File: config.mk
export PLATFORM = sky130hd
export DESIGN_NAME = sca_top
export DESIGN_NICKNAME = d
export VERILOG_FILES = /design/src/rtl/sca_pkg.sv /design/src/rtl/sca_prescaler.sv /design/src/rtl/sca_seconds.sv /design/src/rtl/sca_regs.sv /design/src/rtl/sca_top.sv
export SDC_FILE = /design/constraint.sdc
export NUM_CORES = 1
export LEC_CHECK = 0
export BUFFER_PORTS_ARGS = -buffer_cell sky130_fd_sc_hd__buf_2
export CORE_MARGIN = 2
export CORE_UTILIZATION = 30
export DETAILED_ROUTE_END_ITERATION = 6
export GPL_TIMING_DRIVEN = 1
export SKIP_CTS_REPAIR_TIMING = 1
export SLEW_MARGIN = 15
export SYNTH_ARGS = -nofsm -noshare
export SYNTH_HDL_FRONTEND = slang
export SYNTH_SLANG_ARGS = --single-unit
File: constraint.sdc
create_clock -name clk -period 8 [get_ports clk]
set_input_delay 2.4 -clock clk [delete_from_list [all_inputs] [get_ports clk]]
set_output_delay 2.4 -clock clk [all_outputs]
set_load 0.01 [all_outputs]
File: src/rtl/sca_pkg.sv
package sca_pkg;

   typedef enum logic [1:0] {
      REG_COUNT = 2'd0,
      REG_ALARM = 2'd1,
      REG_CTRL  = 2'd2,
      REG_STAT  = 2'd3
   } sca_reg_e;

   localparam int STAT_SEC = 0;
   localparam int STAT_ALM = 1;

   typedef struct packed {
      logic alm_ie;
      logic sec_ie;
      logic run;
   } sca_ctrl_t;

   localparam int CTRL_BITS = $bits(sca_ctrl_t);

endpackage

File: src/rtl/sca_prescaler.sv
module sca_prescaler #(
   parameter int DIV = 8192
) (
   input  logic clk,
   input  logic rst_n,
   input  logic run,
   input  logic restart,
   output logic tick
);
   localparam int  PW     = (DIV > 1) ? $clog2(DIV) : 1;
   localparam bit  POW2   = ((DIV & (DIV - 1)) == 0);
   localparam logic [PW-1:0] LAST = PW'(DIV - 1);

   logic [PW-1:0] pre_q;
   logic          at_last;

   assign at_last = (pre_q == LAST);
   assign tick    = run && !restart && at_last;

   generate
      if (POW2) begin : g_pow2
         always_ff @(posedge clk or negedge rst_n) begin
            if (!rst_n)       pre_q <= '0;
            else if (restart) pre_q <= '0;
            else if (run)     pre_q <= pre_q + 1'b1;
         end
      end else begin : g_mod
         always_ff @(posedge clk or negedge rst_n) begin
            if (!rst_n)       pre_q <= '0;
            else if (restart) pre_q <= '0;
            else if (run)     pre_q <= at_last ? '0 : pre_q + 1'b1;
         end
      end
   endgenerate

endmodule

File: src/rtl/sca_seconds.sv
module sca_seconds #(
   parameter int CNT_W = 32
) (
   input  logic             clk,
   input  logic             rst_n,
   input  logic             tick,
   input  logic             load,
   input  logic [CNT_W-1:0] load_val,
   input  logic [CNT_W-1:0] alarm,
   output logic [CNT_W-1:0] cnt,
   output logic             hit
);
   logic [CNT_W-1:0] cnt_q;
   logic [CNT_W-1:0] cnt_nxt;

   assign cnt_nxt = cnt_q + 1'b1;
   assign hit     = tick && (cnt_nxt == alarm);
   assign cnt     = cnt_q;

   always_ff @(posedge clk or negedge rst_n) begin
      if (!rst_n)    cnt_q <= '0;
      else if (load) cnt_q <= load_val;
      else if (tick) cnt_q <= cnt_nxt;
   end

endmodule

File: src/rtl/sca_regs.sv
module sca_regs
   import sca_pkg::*;
#(
   parameter int CNT_W  = 32,
   parameter int DATA_W = 32
) (
   input  logic              clk,
   input  logic              rst_n,
   input  logic [1:0]        addr,
   input  logic              wr_en,
   input  logic [DATA_W-1:0] wr_data,
   input  logic [CNT_W-1:0]  cnt,
   input  logic              tick,
   input  logic              hit,
   output logic [CNT_W-1:0]  alarm,
   output logic              run,
   output logic              cnt_load,
   output logic              sec_flag,
   output logic              alm_flag,
   output logic              irq_sec,
   output logic              irq_alm,
   output logic [DATA_W-1:0] rd_data
);
   sca_ctrl_t        ctrl_q;
   logic [CNT_W-1:0] alarm_q;
   logic             sec_q, alm_q;
   logic             wr_alarm, wr_ctrl, wr_stat;
   logic             clr_sec, clr_alm;

   assign cnt_load = wr_en && (addr == REG_COUNT);
   assign wr_alarm = wr_en && (addr == REG_ALARM);
   assign wr_ctrl  = wr_en && (addr == REG_CTRL);
   assign wr_stat  = wr_en && (addr == REG_STAT);
   assign clr_sec  = wr_stat && wr_data[STAT_SEC];
   assign clr_alm  = wr_stat && wr_data[STAT_ALM];

   always_ff @(posedge clk or negedge rst_n) begin
      if (!rst_n) begin
         ctrl_q  <= '0;
         alarm_q <= '0;
      end else begin
         if (wr_ctrl)  ctrl_q  <= sca_ctrl_t'(wr_data[CTRL_BITS-1:0]);
         if (wr_alarm) alarm_q <= wr_data[CNT_W-1:0];
      end
   end

   always_ff @(posedge clk or negedge rst_n) begin
      if (!rst_n) begin
         sec_q <= 1'b0;
         alm_q <= 1'b0;
      end else begin
         if (tick)         sec_q <= 1'b1;
         else if (clr_sec) sec_q <= 1'b0;
         if (hit)          alm_q <= 1'b1;
         else if (clr_alm) alm_q <= 1'b0;
      end
   end

   always_comb begin
      rd_data = '0;
      case (addr)
         REG_COUNT: rd_data[CNT_W-1:0]     = cnt;
         REG_ALARM: rd_data[CNT_W-1:0]     = alarm_q;
         REG_CTRL:  rd_data[CTRL_BITS-1:0] = ctrl_q;
         default: begin
            rd_data[STAT_SEC] = sec_q;
            rd_data[STAT_ALM] = alm_q;
         end
      endcase
   end

   assign alarm    = alarm_q;
   assign run      = ctrl_q.run;
   assign sec_flag = sec_q;
   assign alm_flag = alm_q;
   assign irq_sec  = sec_q && ctrl_q.sec_ie;
   assign irq_alm  = alm_q && ctrl_q.alm_ie;

endmodule

File: src/rtl/sca_top.sv
module sca_top #(
   parameter int DIV    = 8192,
   parameter int CNT_W  = 32,
   parameter int DATA_W = 32
) (
   input  logic              clk,
   input  logic              rst_n,
   input  logic [1:0]        addr,
   input  logic              wr_en,
   input  logic [DATA_W-1:0] wr_data,
   output logic [DATA_W-1:0] rd_data,
   output logic              irq_sec,
   output logic              irq_alm,
   output logic              irq
);
   generate
      if (DIV < 2) begin : g_bad_div
         $error("sca_top: DIV must be at least 2");
      end
      if (CNT_W < 2 || CNT_W > DATA_W) begin : g_bad_cnt
         $error("sca_top: CNT_W must lie in 2..DATA_W");
      end
      if (DATA_W < 3) begin : g_bad_data
         $error("sca_top: DATA_W too narrow for control bits");
      end
   endgenerate

   logic             tick, hit, run, cnt_load;
   logic             sec_flag, alm_flag;
   logic [CNT_W-1:0] cnt, alarm;

   sca_prescaler #(.DIV(DIV)) u_pre (
      .clk     (clk),
      .rst_n   (rst_n),
      .run     (run),
      .restart (cnt_load),
      .tick    (tick)
   );

   sca_seconds #(.CNT_W(CNT_W)) u_sec (
      .clk      (clk),
      .rst_n    (rst_n),
      .tick     (tick),
      .load     (cnt_load),
      .load_val (wr_data[CNT_W-1:0]),
      .alarm    (alarm),
      .cnt      (cnt),
      .hit      (hit)
   );

   sca_regs #(.CNT_W(CNT_W), .DATA_W(DATA_W)) u_regs (
      .clk      (clk),
      .rst_n    (rst_n),
      .addr     (addr),
      .wr_en    (wr_en),
      .wr_data  (wr_data),
      .cnt      (cnt),
      .tick     (tick),
      .hit      (hit),
      .alarm    (alarm),
      .run      (run),
      .cnt_load (cnt_load),
      .sec_flag (sec_flag),
      .alm_flag (alm_flag),
      .irq_sec  (irq_sec),
      .irq_alm  (irq_alm),
      .rd_data  (rd_data)
   );

   assign irq = irq_sec || irq_alm;

endmodule

# ---- Word-level counts from Yosys, hierarchy flattened
# Cells that the tools add are included.
dict set report op_classes {
  n_reduce_logical 18
  addsub 2
  eq_ne 5
  mux 11
}
# op n
set op_table {}
lappend op_table {{2-to-1 mux 32 bit} 2}
lappend op_table {{one-hot mux 29 bit (2 select lines)} 1}
lappend op_table {{adder 32 x 1 -> 32 bit (second input constant)} 1}
lappend op_table {{equality test 32 bit} 1}
lappend op_table {{2-to-1 mux 13 bit} 2}
lappend op_table {{adder 13 x 1 -> 13 bit (second input constant)} 1}
lappend op_table {{equality test 13 bit (second input constant)} 1}
lappend op_table {{logical AND 1 bit} 11}
lappend op_table {{nonzero test 2 bit} 4}
lappend op_table {{one-hot mux 2 bit (3 select lines)} 1}
lappend op_table {{equality test 2 bit (second input constant)} 2}
lappend op_table {{2-to-1 mux 1 bit} 4}
lappend op_table {{one-hot mux 1 bit (3 select lines)} 1}
lappend op_table {{equality test 2 x 1 -> 1 bit (second input constant)} 1}
lappend op_table {{zero test 2 bit} 1}
lappend op_table {{zero test 1 bit} 1}
lappend op_table {{logical OR 1 bit} 1}
dict set report totals {
  output_inout_bits 35
  inputBits 37
  regBits 82
  word_cells 44
}

# ---- Depth between registers and ports, before layout
# Gate-level depths: netlist of the first run.
dict set report logic_depth {
  word_depth 7
  mapped_depth 9
  depth_no_buf 8
}

# ---- Hierarchy
# A second synthesis of the first run with hierarchy kept.
dict set report unflattened {
  hier_cells 583
  hier_area_um2 5571.6
}
# module cells_each instances seq_area_each_um2 area_per_inst_um2
set modules_own_cells {}
lappend modules_own_cells {sca_seconds 358 1 800.8 2815.2}
lappend modules_own_cells {sca_regs 155 1 925.9 2065.7}
lappend modules_own_cells {sca_prescaler 69 1 325.3 684.4}
lappend modules_own_cells {sca_top 1 1 0.0 6.3}

# ---- Least setup slack after synthesis of the first run
# No wires, ideal clock.
dict set report synth_path {
  path_kind {in2out}
  start {input addr[0]}
  end {output rd_data[11]}
  path_buffers 2
  arrival_ns 3.533
  t_required_ns 5.600
  cell_stages 4
  setup_slack_ns 2.067
  cell_sequence {clkbuf_1 > buf_1 > mux2i_1 > nor2_1}
}
dict set report synth_between {
  elab_chain_len 2
  word_cells_on_any_way 3
  cone_classes {1 x eq/ne; 1 x mux; 1 x reduce/logical}
}
# item line_no
set synth_rtl {}
lappend synth_rtl {{from (decl)} sca_top.sv:8} ;# input logic [1:0] addr,
lappend synth_rtl {{equality test 2 x 1 -> 1 bit / zero test 2 bit (equally long branches)} sca_regs.sv:61} ;# case (addr)
lappend synth_rtl {{one-hot mux 29 bit (2 select lines) *} sca_regs.sv:61}
lappend synth_rtl {{to (decl)} sca_top.sv:11} ;# output logic [DATA_W-1:0] rd_data,
# Mark *: on every way between the ends. The rest lies on a longest branch, timed or not.

# ---- Final worst setup path of the first run
dict set report layout_path {
  start {input addr[0]}
  end {output rd_data[26]}
}
# Same word-level chain as after synthesis.

==> results of run 1 <==
registers in the layout, indices dropped and copies added (netlist names):
register,count
u_pre.pre_q,13
u_regs.alarm,32
u_regs.alm_flag,1
u_regs.ctrl_q,2
u_regs.run,1
u_regs.sec_flag,1
u_sec.cnt,32
worst paths after layout:
check	cells past startpoint	startpoint	to	slack, ns
max in group asynchronous	2	rst_n	u_sec.cnt[6]	4.99
worst max register to register	8	u_sec.cnt[0]	u_regs.alm_flag	4.93
worst min register to register	1	u_regs.sec_flag	u_regs.sec_flag	0.52
worst max-delay path	5	addr[0]	rd_data[26]	1.81
worst min-delay path	1	u_regs.sec_flag	u_regs.sec_flag	0.52
min in group asynchronous	1	rst_n	u_regs.alarm[26]	2.02
metrics by stage:
stage | instances | area (um^2) | utilization | hold slack [ns]
2_1_floorplan | 571 | 5320 | - | 0.466
6_report | 843 | 6080 | 0.351 | 0.525
3_3_place_gp | 827 | 5800 | 0.336 | 0.516
3_5_place_dp | 827 | 5800 | 0.336 | 0.517
5_1_grt | 843 | 6080 | 0.351 | 0.545
4_1_cts | 843 | 6080 | 0.351 | 0.531
layout by cell type, fill, tap and decap left out, types with 2 or more instances in the layout:
cell type | Yosys | routed
buf_4 | 2 | 5
clkbuf_16 | 0 | 9
nand3b_1 | 7 | 7
mux4_2 | 2 | 2
nand4_1 | 22 | 22
nor2_1 | 67 | 67
and3_1 | 2 | 2
mux2i_1 | 34 | 34
nor3_1 | 11 | 11
a21oi_1 | 5 | 5
o21ai_1 | 2 | 2
o21ai_0 | 34 | 34
mux2_2 | 36 | 36
buf_2 | 11 | 70
nand4_2 | 2 | 2
xor2_1 | 39 | 39
xnor2_1 | 48 | 48
or2_2 | 2 | 2
clkinv_2 | 0 | 3
inv_1 | 7 | 7
nor4_1 | 9 | 9
dfrtp_1 | 82 | 82
clkinvlp_4 | 0 | 2
and2_1 | 2 | 2
a31oi_1 | 3 | 3
nand3_1 | 20 | 20
or3_1 | 2 | 2
nand2_1 | 55 | 55
or3_2 | 2 | 2
and4_1 | 3 | 3
ha_1 | 2 | 2
layer usage:
layer	wire length, um	global-route usage	share of wire	vias to the layer above
met1	6420	0.210	0.48	2033
met4	167	0.0521	0.012	0
li1	-	-	-	2070
met2	6270	0.244	0.47	66
met5	0	0	0	-
met3	617	0.0252	0.046	12
layout make-up:
type | count | area (um^2)
clock buffer | 11 | 243
sequential | 82 | 2050
fill | 1823 | 11200
multi-input combinational | 438 | 3060
inverter | 7 | 26.3
tap | 225 | 282
clock inverter | 5 | 30.0
timing repair buffer | 75 | 388
worst register-to-register path, cell delays in order, from the launching register on:
cell and delay [ns]:
dfrtp_1 0.54, ha_1 0.35, nand4_1 0.31, nor4_1 0.92
nand4_1 0.17, o31ai_1 0.31, nor4_1 0.11, o2111ai_1 0.14
o31ai_2 0.11
power groups by stage:
stage	logic (uW)	clock network [uW]	registers, uW
4_1_cts	335	395	598
3_5_place_dp	333	0	605
5_1_grt	371	410	613
3_3_place_gp	329	0	604
6_report	330	386	599
2_1_floorplan	294	0	542
logic make-up after synthesis:
group / count (synthesis)
and+or+nand+nor: 218
DFF: 82
muxes: 72
adders and majority gates: 2
xor gates and xnor gates: 87
buffers and inverters: 51
AOI/OAI and AO/OA: 59
==> results by group, run 1 <==
Timing
  • Final worst-path setup slack: 1.81 ns
  • Part of the cycle the worst path needs: 0.773
  • Final Hold Vio Count: 0
  • Max Slew Vio Count: 0
  • Fmax: 162 MHz
  • Setup Viol. Count Final: 0
  • Slew headroom: 0.321
  • Worst slew pin tran: 1.01 ns
  • Tmin final: 6.19 ns
  • Final setup skew: 0.00578 ns
  • RSZ-0062 raised after global routing: no
  • Setup tns final: 0 ns

CTS
  • Clk slew on worst S/H paths: 0.06 ns
  • Root buffer cell: clkbuf_16
  • Clk sinks: 82
  • CTS Buf Count: 9
  • Clock Latency Late Sink: 0.34 ns
  • Clock Tree Buf Depth: 2
  • CTS tree: yes
  • CTS H-tree lvls: 3

Power
  • Leakage: 0.00250 uW
  • Sequential Power Share: 0.455
  • Clock share of power: 0.294
  • Final Total Pwr: 1310 uW
  • Cell internal pwr: 872 uW
  • Switching Share: 0.337
  • PwrDens: 216 nW/um^2
  • Comb power frac: 0.251
  • Peak VDD IR: 0.0949 mV
  • Net Switching: 442 uW

Worst hold path
  • Hold crit path type: flop to flop

Finish
  • Layout cells sized above 1: 0.233
  • Area growth, synth to finish: 14.2%
  • # diodes: 0
  • Nets@finish: 652

Flow run
  • Max cap viols: 0

Status
  • Outcome: completed

Logic synthesis
  • Mapped Nets: 610
  • Asr flop ratio synth: 1.00
  • Cell area after synthesis: 5320 um^2
  • Mux contribution to synthesized area: 0.149
  • Synth top area share: 0.386
  • Synth warn: 0
  • Largest area contributor in the netlist: dfrtp_1
  • Most used DFF post-synth: dfrtp_1
  • Post-synth top cells: dfrtp_1 (82), nor2_1 (67), nand2_1 (55), xnor2_1 (48), xor2_1 (39)
  • Count leader, synth: dfrtp_1
  • EDFF count, synth: 0
  • Sequential element share of the synthesized area: 0.386
  • Main combinational cell family by area after synthesis: simple AND/OR/NAND/NOR gates
  • Post-Synth XOR/XNOR Area: 0.143
  • Count of state elements after synthesis: 82
  • Cells after synthesis: 571
  • Syn avg cell area: 9.32 um^2
  • Compound-Gate Fraction of Synth Area: 0.0687
  • Adder-Cell Fraction of Synth Area: 0.00470
  • Simple-gate share of the synthesized area: 0.208
  • Largest cells by area after synthesis: dfrtp_1 (39%), xnor2_1 (7.9%), mux2_2 (7.6%)
  • Synth cell types: 57

Placed design
  • Post-Place Worst Slack: 1.78 ns
  • # port buffers: 71
  • Final Wtd Congestion: 0.841
  • DP HPWL: 9.72 mm

Global routing
  • GRT Resource Usage Total: 0.153
  • Initial antenna violation count: 0
  • Largest net degree at the start of global routing: 77
  • Vias in the first global route: 4077
  • Total congestion overflow: 0
  • Global-route wire length before repair: 22.2 mm

Drt
  • Post-route ant nets: 0
  • 1st-pass router iterations: 4
  • DRT iter0 DRCs: 160
  • Drt wl/cell: 16.0 um
  • Via/cell ratio: 4.96
  • WL final: 13.5 mm
  • Via count: 4181
  • DR DRC count: 0

Setup path
  • Most common cell on crit path: buf_2
  • Crit path max-delay family: buffers and inverters
  • Crit start category: input port
  • Slowest stage cell, crit path: buf_4
  • Buf+Inv Stages, Crit Path: 3
  • Arrival time worst endpoint: 3.79 ns
  • Setup crit end kind: output pin
  • CP cell instances: buf_2 -> buf_4 -> mux2i_1 -> nor2_1 -> buf_2
  • Critical path required time: 5.60 ns
  • Slowest stage delay, CP: 0.45 ns
  • CP Class: input port to output pin
  • Largest fanout on the critical path: 21

Floorplan
  • Initial Util: 0.308
  • Die Y: 137 um
  • Die X: 137 um
  • Site row count: 48
  • Die ar.: 18800 um^2
  • Core area: 17300 um^2
  • Ports: 72
Note: power is estimated with default switching activity, not from simulation.
==> run 2, diff against run 1 <==
--- a/config.mk
+++ b/config.mk
@@ -5,6 +5,7 @@
 export SDC_FILE = /design/constraint.sdc
 export NUM_CORES = 1
 export LEC_CHECK = 0
+export ABC_AREA = 1
 export BUFFER_PORTS_ARGS = -buffer_cell sky130_fd_sc_hd__buf_2
 export CORE_MARGIN = 2
 export CORE_UTILIZATION = 30
==> constraint.sdc (replaced) <==
create_clock -name clk -period 5.62 [get_ports clk]
set_input_delay 1.686 -clock clk [delete_from_list [all_inputs] [get_ports clk]]
set_output_delay 1.686 -clock clk [all_outputs]
set_load 0.01 [all_outputs]
==> results by group, run 2 <==
Drt
  • Via count: 5441
  • DR DRC count: 0
  • Post-route ant nets: 0
  • WL final: 17.1 mm
  • Via/cell ratio: 4.89
  • DRT iter0 DRCs: 418
  • 1st-pass router iterations: 5
  • Drt wl/cell: 15.4 um

Setup path
  • Arrival time worst endpoint: 3.04 ns
  • CP Class: input port to output pin
  • FF-to-FF path depth: 15
  • FF-to-FF setup slack: 3.15 ns
  • FF-to-FF Start: u_sec.cnt[0]
  • Crit start category: input port
  • Critical path required time: 3.93 ns
  • FF-to-FF End: u_regs.alm_flag
  • Crit path to: rd_data[2]
  • Largest fanout on the critical path: 28
  • Setup crit end kind: output pin
  • Worst Setup SP: addr[0]

CTS
  • Root buffer cell: clkbuf_16
  • Clk sinks: 82
  • CTS H-tree lvls: 3
  • CTS tree: yes
  • Clock Tree Buf Depth: 2
  • CTS Buf Count: 9
  • Clock Latency Late Sink: 0.35 ns
  • Clk slew on worst S/H paths: 0.06 ns

Logic synthesis
  • Most used DFF post-synth: dfrtp_1
  • EDFF count, synth: 0
  • Post-synth top cells: nand2_1 (252), inv_1 (106), nor2_1 (95), nand3_1 (89), dfrtp_1 (82)
  • Asr flop ratio synth: 1.00
  • Count of state elements after synthesis: 82
  • Largest cells by area after synthesis: dfrtp_1 (38%), nand2_1 (17%), nand3_1 (8.2%)
  • Cell area after synthesis: 5420 um^2
  • Synth cell types: 35
  • Synth warn: 0
  • Sequential element share of the synthesized area: 0.378
  • Largest area contributor in the netlist: dfrtp_1
  • Count leader, synth: nand2_1
  • Synth top area share: 0.378
  • Syn avg cell area: 6.69 um^2
  • Cells after synthesis: 811
  • Mapped Nets: 850

Global routing
  • Initial antenna violation count: 1
  • GRT Resource Usage Total: 0.180
  • Vias in the first global route: 5241
  • Largest net degree at the start of global routing: 43
  • Total congestion overflow: 0
  • Global-route wire length before repair: 27.4 mm

Finish
  • Area growth, synth to finish: 18.0%
  • Nets@finish: 917
  • Commonest non-fill, non-tap cell in the layout: nand2_1
  • Leading cell types in the layout, fill and taps excluded: nand2_1 (251), inv_1 (106), nor2_1 (95)
  • # diodes: 0
  • Layout cells sized above 1: 0.133
  • Filler Cells Inserted: 1884

Timing
  • Max Slew Vio Count: 0
  • Tmin final: 4.72 ns
  • RSZ-0062 raised after global routing: no
  • Final worst-path setup slack: 0.897 ns
  • Final Hold Vio Count: 0
  • Hold_ws: 0.518 ns
  • Slew headroom: 0.497
  • Fmax: 212 MHz
  • Setup Viol. Count Final: 0
  • Worst slew pin tran: 0.753 ns
  • Setup tns final: 0 ns
  • Final setup skew: 0.00697 ns
  • Part of the cycle the worst path needs: 0.840

Power
  • Net Switching: 660 uW
  • Leakage: 0.00319 uW
  • Comb power frac: 0.247
  • Peak VDD IR: 0.168 mV
  • Cell internal pwr: 1360 uW
  • PwrDens: 315 nW/um^2
  • Sequential Power Share: 0.387
  • Clock share of power: 0.366
  • Final Total Pwr: 2020 uW
  • Switching Share: 0.327

Floorplan
  • Site row count: 49
  • Ports: 72
  • Core area: 17800 um^2
  • Die X: 138 um
  • Die ar.: 19200 um^2
  • Die Y: 138 um
  • Initial Util: 0.304

Placed design
  • Post-Place Worst Slack: 0.899 ns
  • Final Wtd Congestion: 0.894
  • # port buffers: 71
  • DP HPWL: 12.8 mm

Flow run
  • Max cap viols: 0

Status
  • Outcome: completed

Worst hold path
  • Hold crit path type: flop to flop
[run 2: changes by cell type in the layout (fill, tap and decap cells not counted), moves of 15 or more]
cell      change
nand4_1      -17
o22ai_1      +27
nand3_1      +69
a21oi_1      +24
mux2i_1      -34
xnor2_1      -47
o221ai_1     +16
inv_1        +99
mux2_2       -33
nor2_1       +28
nand2_1     +196
xor2_1       -35
o211ai_1     +15
[run 2: power groups by stage]
stage	logic, uW	registers, uW	clock network [uW]
2_1_floorplan	360	759	0
3_3_place_gp	498	790	0
3_5_place_dp	500	790	0
4_1_cts	502	780	750
5_1_grt	571	796	776
6_report	499	782	738
[run 2: metrics by stage]
stage          cells  utilization  instance area, um^2
6_report        1112        0.359                 6400
5_1_grt         1112        0.359                 6400
3_5_place_dp    1096        0.338                 6030
3_3_place_gp    1096        0.338                 6030
4_1_cts         1112        0.359                 6400
2_1_floorplan    811            -                 5420
[run 2: area by class of cell]
type	count	area (um^2)	share of cell area
clock inverters	5	125	0.0196
inverters	110	413	0.0645
well taps	229	287	0.0448
flip-flops and latches	82	2050	0.321
multi-input cells	597	2870	0.448
repair buffers	78	410	0.0641
clock buffers	11	243	0.0379
[run 2: routing by layer]
layer | wire [um] | global-route usage
met3 | 794 | 0.0346
met1 | 8010 | 0.238
met4 | 317 | 0.0661
met2 | 7970 | 0.292
met5 | 14 | 0
[run 2: critical path, cell delays in order]
cell	delay, ns
buf_2	0.10
inv_1	0.08
nor2_1	0.38
inv_2	0.38
o221ai_1	0.24
buf_2	0.16
[run 2: how the worst min path moves through the flow]
stage | end | cells past startpoint | from | slack (ns)
after floorplan | u_regs.alm_flag | 2 | u_regs.alm_flag | 0.47
after global placement | u_regs.alarm[3] | 2 | u_regs.alarm[3] | 0.50
after detailed placement | u_pre.pre_q[9] | 1 | u_pre.pre_q[9] | 0.51
after CTS | u_pre.pre_q[9] | 1 | u_pre.pre_q[9] | 0.52
after global routing | u_regs.sec_flag | 2 | u_regs.sec_flag | 0.54
final | u_regs.ctrl_q[2] | 2 | u_regs.ctrl_q[2] | 0.52
[run 2: cell families (layout without fill, tap and decap cells)]
logic type	count (synthesis)	after routing	synth area share
muxes	3	3	0.00623
DFF	82	82	0.378
buffers and inverters	132	204	0.0930
and+or+nand+nor	464	464	0.364
adders and majority gates	2	2	0.00461
AOI/OAI and AO/OA	122	122	0.141
xor gates and xnor gates	6	6	0.0122
==> run 3, diff against run 2 <==
--- a/config.mk
+++ b/config.mk
@@ -5,7 +5,7 @@
 export SDC_FILE = /design/constraint.sdc
 export NUM_CORES = 1
 export LEC_CHECK = 0
-export ABC_AREA = 1
+export ABC_AREA = 0
 export BUFFER_PORTS_ARGS = -buffer_cell sky130_fd_sc_hd__buf_2
 export CORE_MARGIN = 2
 export CORE_UTILIZATION = 30
==> constraint.sdc (replaced) <==
create_clock -name clk -period 4.4 [get_ports clk]
set_input_delay 1.32 -clock clk [delete_from_list [all_inputs] [get_ports clk]]
set_output_delay 1.32 -clock clk [all_outputs]
set_load 0.01 [all_outputs]
==> results by group, run 3 (synthesis gave the netlist of run 1 again) <==
Global routing
  • Global route hottest layer: met2
  • Global-route wire length before repair: 21.7 mm
  • Met3 GRT Util: 0.0311
  • Vias in the first global route: 4107
  • Total congestion overflow: 0
  • Initial antenna violation count: 1
  • Largest net degree at the start of global routing: 77
  • GR Layer Usage met1: 0.199
  • GRT Resource Usage Total: 0.148
  • Grt met2 use: 0.235

Status
  • Outcome: completed

Drt
  • 1st-pass router iterations: 5
  • DRT iter0 DRCs: 251
  • DR DRC count: 0
  • WL final: 13.1 mm
  • Via/cell ratio: 4.88
  • Post-route ant nets: 0
  • Via count: 4127
  • Drt wl/cell: 15.5 um

Floorplan
  • Die Y: 137 um
  • Core area: 17300 um^2
  • Site row count: 48
  • Die X: 137 um
  • Initial Util: 0.308
  • Die ar.: 18800 um^2
  • Ports: 72

Setup path
  • FF-to-FF path depth: 8
  • Critical path required time: 3.08 ns
  • Largest fanout on the critical path: 17
  • Setup crit end kind: output pin
  • CP Class: input port to output pin
  • Arrival time worst endpoint: 2.46 ns
  • Crit start category: input port

Timing
  • Worst slew pin tran: 1.02 ns
  • Setup tns final: 0 ns
  • RSZ-0062 raised after global routing: no
  • Setup Viol. Count Final: 0
  • Tmin final: 3.78 ns
  • Final Hold Vio Count: 0
  • Part of the cycle the worst path needs: 0.858
  • Max Slew Vio Count: 0
  • Fmax: 265 MHz
  • Final worst-path setup slack: 0.625 ns
  • Final setup skew: 0.00785 ns
  • Hold_ws: 0.517 ns
  • Slew headroom: 0.315

Finish
  • Leading cell types in the layout, fill and taps excluded: dfrtp_1 (82), buf_2 (70), nor2_1 (67)
  • Util after Layout: 0.357
  • Post-route cell area: 6180 um^2
  • Area growth, synth to finish: 16.2%
  • Nets@finish: 655
  • Commonest non-fill, non-tap cell in the layout: dfrtp_1
  • Layout cells sized above 1: 0.237

CTS
  • Clock Tree Buf Depth: 2
  • CTS tree: yes
  • Root buffer cell: clkbuf_16
  • CTS H-tree lvls: 3
  • Clk sinks: 82
  • Clock Latency Late Sink: 0.34 ns
  • Clk slew on worst S/H paths: 0.06 ns
  • CTS Buf Count: 9

Placed design
  • Post-Place Worst Slack: 0.614 ns
  • DP HPWL: 9.68 mm
  • # port buffers: 71
  • Final Wtd Congestion: 0.818
  • Post-DP Area: 5840 um^2

Flow run
  • Max cap viols: 0

Power
  • PwrDens: 414 nW/um^2
  • Peak VDD IR: 0.191 mV
  • Leakage: 0.00256 uW

Worst hold path
  • Min-Delay Path Depth: 1
  • Hold crit path type: flop to flop
run 3: cell types whose count changed in the layout (fill, tap and decap cells not counted), sizes merged, moves of 33 or more:
cell and change:
inv -103, nor2 -38, mux2 +33, nand2 -201
nand3 -70, xor2 +35, xnor2 +47, mux2i +34
run 3: power breakdown:
part           total (uW)  internal [uW]  switching (uW)
Sequential           1080            884             197
Clock                 868            566             302
Combinational         609            310             299
Total                2560           1760             798
run 3: cell type report:
class                      instances  area (um^2)
antenna                            1         2.50
tap                              225          282
timing repair buffer              78          423
multi-input combinational        438         3060
fill                            1817        11100
inverter                           7         26.3
clock buffer                      10          239
clock inverter                     5          103
sequential                        82         2050
run 3: through the flow:
step	total power [uW]	std cells
3_5_place_dp	1710	830
2_1_floorplan	1520	571
6_report	2560	846
5_1_grt	2710	845
4_1_cts	2580	845
3_3_place_gp	1700	830
run 3: routing by layer:
metal	part of all wire	vias up
met5	0	-
met4	0.023	0
met3	0.046	21
met2	0.45	82
met1	0.48	1942
li1	-	2082
run 3: final timing paths:
check	startpoint	to	slack, ns
setup / recovery	addr[0]	rd_data[27]	0.62
hold / removal	u_regs.sec_flag	u_regs.sec_flag	0.52
hold reg to reg	u_regs.sec_flag	u_regs.sec_flag	0.52
min in group asynchronous	rst_n	u_regs.alarm[26]	0.89
max in group asynchronous	rst_n	u_regs.alarm[1]	2.71
setup reg to reg	u_sec.cnt[0]	u_regs.alm_flag	1.34
run 3: critical path: stages:
cell     delay [ns]
buf_2          0.41
buf_4          0.29
mux2i_1        0.21
nor2_1         0.05
buf_2          0.15
